[config.mk]
export PLATFORM = sky130hd
export DESIGN_NAME = dac_frame_seq
export DESIGN_NICKNAME = d
export VERILOG_FILES = /design/src/rtl/dac_frame_seq.sv
export SDC_FILE = /design/constraint.sdc
export NUM_CORES = 1
export LEC_CHECK = 0
export BUFFER_PORTS_ARGS = -buffer_cell sky130_fd_sc_hd__buf_2
export CORE_MARGIN = 4
export CORE_UTILIZATION = 45
export DETAILED_ROUTE_END_ITERATION = 10
export PLACE_DENSITY = 0.73
export SLEW_MARGIN = 30
export SYNTH_ARGS = -nofsm -noshare
export SYNTH_HDL_FRONTEND = slang
export SYNTH_SLANG_ARGS = --single-unit
[constraint.sdc]
create_clock -name clk -period 5 [get_ports clk]
set_clock_uncertainty 0.2 [all_clocks]
set_input_delay 0.25 -clock clk [delete_from_list [all_inputs] [get_ports clk]]
set_output_delay 0.25 -clock clk [all_outputs]
set_load 0.02 [all_outputs]
[src/rtl/dac_frame_seq.sv]
module dac_frame_seq #(
  parameter int CHANNELS = 4,
  parameter int DEPTH    = 64,
  parameter int DW       = 8,
  parameter int TW       = 16,
  localparam int SW = (CHANNELS > 1) ? $clog2(CHANNELS) : 1,
  localparam int AW = $clog2(DEPTH),
  localparam int CW = AW + 1
) (
  input  logic                   clk,
  input  logic                   rst_n,
  input  logic                   push_valid,
  input  logic [DW:0]            push_data,
  input  logic                   run,
  input  logic [TW-1:0]          period,
  input  logic [CW-1:0]          low_mark,
  input  logic                   err_clear,
  output logic                   tick,
  output logic                   dac_we,
  output logic [SW-1:0]          dac_ch,
  output logic [DW-1:0]          dac_data,
  output logic [CHANNELS*DW-1:0] dac_level,
  output logic [CW-1:0]          fill,
  output logic                   low_irq,
  output logic                   underrun,
  output logic                   overflow
);

  logic [DW:0]   mem [DEPTH];
  logic [AW-1:0] wp, rp;
  logic [CW-1:0] cnt;
  logic [TW-1:0] tcnt;
  logic          busy;
  logic [SW-1:0] ch;
  logic [DW-1:0] level_q [CHANNELS];

  logic          empty, full, push_ok, start;
  logic          pop, wr, fin;
  logic [DW:0]   head;

  assign empty   = (cnt == '0);
  assign full    = (cnt == CW'(DEPTH));
  assign push_ok = push_valid & ~full;
  assign head    = mem[rp];
  assign tick    = run & (tcnt == '0);
  assign start   = tick & ~busy & ~empty;
  assign fill    = cnt;
  assign low_irq = (cnt <= low_mark);

  // frame walk: ch==0 means channel 0 not yet written
  always_comb begin
    pop = 1'b0;
    wr  = 1'b0;
    fin = 1'b0;
    if (busy) begin
      if (empty) begin
        fin = 1'b1;
      end else if (ch == '0) begin
        pop = 1'b1;
        if (head[DW]) begin
          wr = 1'b1;
          if (CHANNELS == 1) fin = 1'b1;
        end
      end else if (head[DW]) begin
        fin = 1'b1;
      end else begin
        pop = 1'b1;
        wr  = 1'b1;
        if (int'(ch) == CHANNELS - 1) fin = 1'b1;
      end
    end
  end

  always_ff @(posedge clk) begin
    if (push_ok) mem[wp] <= push_data;
  end

  always_ff @(posedge clk) begin
    if (!rst_n) begin
      wp  <= '0;
      rp  <= '0;
      cnt <= '0;
    end else begin
      if (push_ok) wp <= wp + AW'(1);
      if (pop)     rp <= rp + AW'(1);
      cnt <= cnt + CW'(push_ok) - CW'(pop);
    end
  end

  always_ff @(posedge clk) begin
    if (!rst_n)               tcnt <= '0;
    else if (!run)            tcnt <= period;
    else if (tcnt == '0)      tcnt <= period;
    else                      tcnt <= tcnt - TW'(1);
  end

  always_ff @(posedge clk) begin
    if (!rst_n) begin
      busy <= 1'b0;
      ch   <= '0;
    end else begin
      if (start)    busy <= 1'b1;
      else if (fin) busy <= 1'b0;
      if (start || fin) ch <= '0;
      else if (wr)      ch <= ch + SW'(1);
    end
  end

  always_ff @(posedge clk) begin
    if (!rst_n) begin
      dac_we   <= 1'b0;
      dac_ch   <= '0;
      dac_data <= '0;
    end else begin
      dac_we <= wr;
      if (wr) begin
        dac_ch   <= ch;
        dac_data <= head[DW-1:0];
      end
    end
  end

  for (genvar c = 0; c < CHANNELS; c++) begin : g_hold
    always_ff @(posedge clk) begin
      if (!rst_n)                      level_q[c] <= '0;
      else if (wr && int'(ch) == c)    level_q[c] <= head[DW-1:0];
    end
    assign dac_level[c*DW +: DW] = level_q[c];
  end

  always_ff @(posedge clk) begin
    if (!rst_n) begin
      underrun <= 1'b0;
      overflow <= 1'b0;
    end else begin
      if (tick && empty)       underrun <= 1'b1;
      else if (err_clear)      underrun <= 1'b0;
      if (push_valid && full)  overflow <= 1'b1;
      else if (err_clear)      overflow <= 1'b0;
    end
  end

endmodule

==> results.toml <==
[sta]
grt_setup_unrepaired = "false"
setup-violations-final = 0
timing.max_slew.rel_slack_pct = 31.5
maxSlewViolCount = 0
final_min_period_over_clock_period_pct = 86.7
finalHoldWorstSlack_ps = -16.9
fmaxAchievable_mhz = 231
final_period_minus_worst_setup_slack_ps = 4340
hold_violations = 4
timing_worst_slew_pin_value_ps = 1020
fin_tns_setup_ps = 0

[placed_design]
detailed_place.area_mm2 = 0.0274
hpwlAfterDp_um = 35200
portBuffers = 90
rd_place_congestion = 0.853

[global_routing]
antenna_violations_before_repair = 1
via_count_of_the_first_global_routing_pass = 13824
grt_pass1_wl_um = 87700
grt_max_degree = 65
grt_overflow = 0
globalRouteTotalUtil_pct = 18.6

[logic_synthesis]
netlist_cell_types = 63
synth-seq-cells = 665
synthesis.yosys.warnings = 0
synth-main-ff-cell = "sky130_fd_sc_hd__edfxtp_1"
netlist_instances = 1371
net_count_after_synthesis = 1434
mappedNetlistArea_mm2 = 0.0261
proportion_of_synthesized_chip_area_in_sequential_cells_pct = 74.3
synth_enable_flop_cells = 608
syn_area_per_cell_um2 = 19.0
synth_async_sr_flop_share_pct = 0

[drt]
totalWireLength_um = 57800
post-route-drc-count = 0
antenna_violating_nets_post_route = 0
drtPass1Iterations = 9
drt-vias-per-instance = 5.86
drt-wirelength-per-cell_um = 24.9
dr_total_vias = 13603
drt_iter0_markers = 1455

[floorplan]
design.portCount = 91
core_region_area_mm2 = 0.0576
initial_utilization_pct = 45.3
die-area_mm2 = 0.0619
std_cell_rows = 88
chipHeight_um = 249
die_width_um = 249

[run_status]
outcome = "complete, but fails checks"
violations = "hold timing"

[clock_network]
htreeDepth = 3
ctsResizeCount = 0
total_clock_buffers_created_by_cts = 67
clock_path_buffers = 3
clock-root-buffer = "sky130_fd_sc_hd__clkbuf_16"
tritoncts_num_sinks = 665
cts.reportedPaths.clkPinSlew_ps = 60
tritoncts = "built"
insertion_delay_ps = 610

[setup_path]
crit_path_max_fanout = 10
timing.critical_path.to_type = "flip-flop"
reg2reg_slack_ps = 660
worstSetupPathType = "reg2reg"
worst_r2r_endpoint = "fill[6]"
critPathArrivalTime_ps = 4570
reg2reg_depth = 17
worstSetupStartpointType = "flip-flop"
worst_ep_required_time_ps = 5230

[worst_hold_path]
worstHoldEndpoint = "mem[19][0]"
worst_hold_path_cell_count = 1
worst_hold_path_type = "in2reg"
hold_start = "push_data[0]"

[job]
drv_cap = 0

[pwr]
total_power_mw = 12.1
irDropWorstVdd_uv = 231
total_leakage_power_nw = 9.54
power_density_mw_per_mm2 = 402

[finish]
finalInstanceArea_mm2 = 0.0300
ratio_of_cells_with_drive_above_1_in_the_final_layout_pct = 27.0
syn_to_final_growth_pct = 14.9
final_core_utilization_pct = 52.1
finish.net_count = 1566
[cell families (layout without fill, tap and decap cells)]
logic type	after synthesis	after routing	synth area share [%]
adders and majority gates	26	26	1.28
AOI/OAI and AO/OA	157	157	4.09
and+or+nand+nor	241	241	4.71
DFF	665	665	74.3
buffers and inverters	99	285	1.81
xor gates and xnor gates	29	29	0.973
muxes	154	154	12.8
other	0	1	0
[worst max-delay path by stage]
stage              start      end  slack, ps  depth (start not counted)
6_report       flip-flop  fill[6]        660                         17
3_3_place_gp   flip-flop  fill[6]        800                         17
5_1_grt        flip-flop  fill[6]        420                         17
4_1_cts        flip-flop  fill[6]        680                         17
3_5_place_dp   flip-flop  fill[6]        760                         17
2_1_floorplan  flip-flop  fill[6]        940                         18
[Yosys cell counts, types with 9 or more instances]
cell type / instances / share of area (%)
sky130_fd_sc_hd__clkbuf_1: 30 / 0.43
sky130_fd_sc_hd__nor2_1: 144 / 2.1
sky130_fd_sc_hd__dfxtp_1: 57 / 4.4
sky130_fd_sc_hd__xor2_1: 10 / 0.34
sky130_fd_sc_hd__nand2_1: 30 / 0.43
sky130_fd_sc_hd__a22oi_1: 64 / 1.8
sky130_fd_sc_hd__mux2i_1: 9 / 0.35
sky130_fd_sc_hd__mux4_2: 144 / 12
sky130_fd_sc_hd__ha_1: 25 / 1.2
sky130_fd_sc_hd__edfxtp_1: 608 / 70
sky130_fd_sc_hd__a21oi_1: 43 / 0.82
sky130_fd_sc_hd__inv_1: 28 / 0.40
sky130_fd_sc_hd__buf_2: 20 / 0.38
sky130_fd_sc_hd__a211oi_1: 12 / 0.35
sky130_fd_sc_hd__xnor2_1: 19 / 0.64
sky130_fd_sc_hd__nand3_1: 17 / 0.33
[metrics by stage]
| step | setup WS (ps) | cells |
|---|---|---|
| CTS | 676 | 2320 |
| global route | 423 | 2323 |
| detailed placement | 764 | 2175 |
| finish | 665 | 2323 |
| floorplan | 940 | 1371 |
| global placement | 805 | 2173 |
[report_power, final]
part           switching, mW  internal, mW  total (mW)
registers             0.0624          6.14        6.20
logic                  0.443         0.265       0.709
clock network           2.11          3.04        5.16
[sequential cells by signal (all words and copies together), names as in the netlist, named ones only]
register  cells
dac_data      8
fill          7
wp            6
level_q      32
rp            6
tcnt         16
busy          1
dac_we        1
ch            2
mem         576
overflow      1
underrun      1
dac_ch        2
[critical path, cell delays in order (launching register included)]
cell and delay [ps]:
sky130_fd_sc_hd__dfxtp_1 650, sky130_fd_sc_hd__mux4_2 400, sky130_fd_sc_hd__mux4_2 480, sky130_fd_sc_hd__a2bb2oi_1 150
sky130_fd_sc_hd__a22oi_2 240, sky130_fd_sc_hd__inv_1 80, sky130_fd_sc_hd__ha_1 200, sky130_fd_sc_hd__nor3b_2 200
sky130_fd_sc_hd__ha_1 150, sky130_fd_sc_hd__inv_1 40, sky130_fd_sc_hd__ha_1 200, sky130_fd_sc_hd__fa_1 440
sky130_fd_sc_hd__a21oi_1 170, sky130_fd_sc_hd__o21bai_1 110, sky130_fd_sc_hd__a21oi_1 160, sky130_fd_sc_hd__o21bai_1 90
sky130_fd_sc_hd__xnor2_1 170, sky130_fd_sc_hd__nor2_1 60
[per-layer routing]
layer | GRT usage (%) | part of all wire, % | up-vias
met5 | 0 | 0 | -
met4 | 6.67 | 3.4 | 0
met3 | 4.91 | 10 | 130
met2 | 28.9 | 47 | 719
met1 | 25.7 | 40 | 6962
li1 | - | - | 5792
[area by class of cell]
type	instances	area, um^2
Inverter	29	109
Tap cell	765	957
Multi-Input combinational cell	607	6330
Clock buffer	87	1840
Fill cell	4407	27600
Timing Repair Buffer	133	922
Sequential cell	665	19400
Antenna cell	1	2.50
Clock inverter	36	432
[placed cells by master (no fill, tap or decap), drive strengths merged, types with 4 or more instances in the layout]
| master | netlist | layout |
|---|---|---|
| nand2 | 30 | 30 |
| bufinv | 0 | 8 |
| edfxtp | 608 | 608 |
| buf | 39 | 110 |
| xor2 | 10 | 10 |
| dlygate4sd3 | 0 | 23 |
| mux2i | 9 | 9 |
| ha | 25 | 25 |
| and2 | 4 | 4 |
| a211oi | 14 | 14 |
| mux4 | 144 | 144 |
| a22oi | 65 | 65 |
| nor2 | 144 | 144 |
| dfxtp | 57 | 57 |
| nor4 | 9 | 9 |
| clkinvlp | 0 | 4 |
| nor2b | 5 | 5 |
| inv | 29 | 37 |
| nand4 | 5 | 5 |
| o21ai | 11 | 11 |
| nand2b | 4 | 4 |
| clkbuf | 31 | 87 |
| clkinv | 0 | 16 |
| xnor2 | 19 | 19 |
| nand3 | 17 | 17 |
| nor3 | 6 | 6 |
| a21oi | 43 | 43 |
[what timing repair did]
item,CTS,global route
hold endpoints to repair,35,56
setup buffers,0,0
hold buffers,22,1
Power figures use the tool's default switching activity.
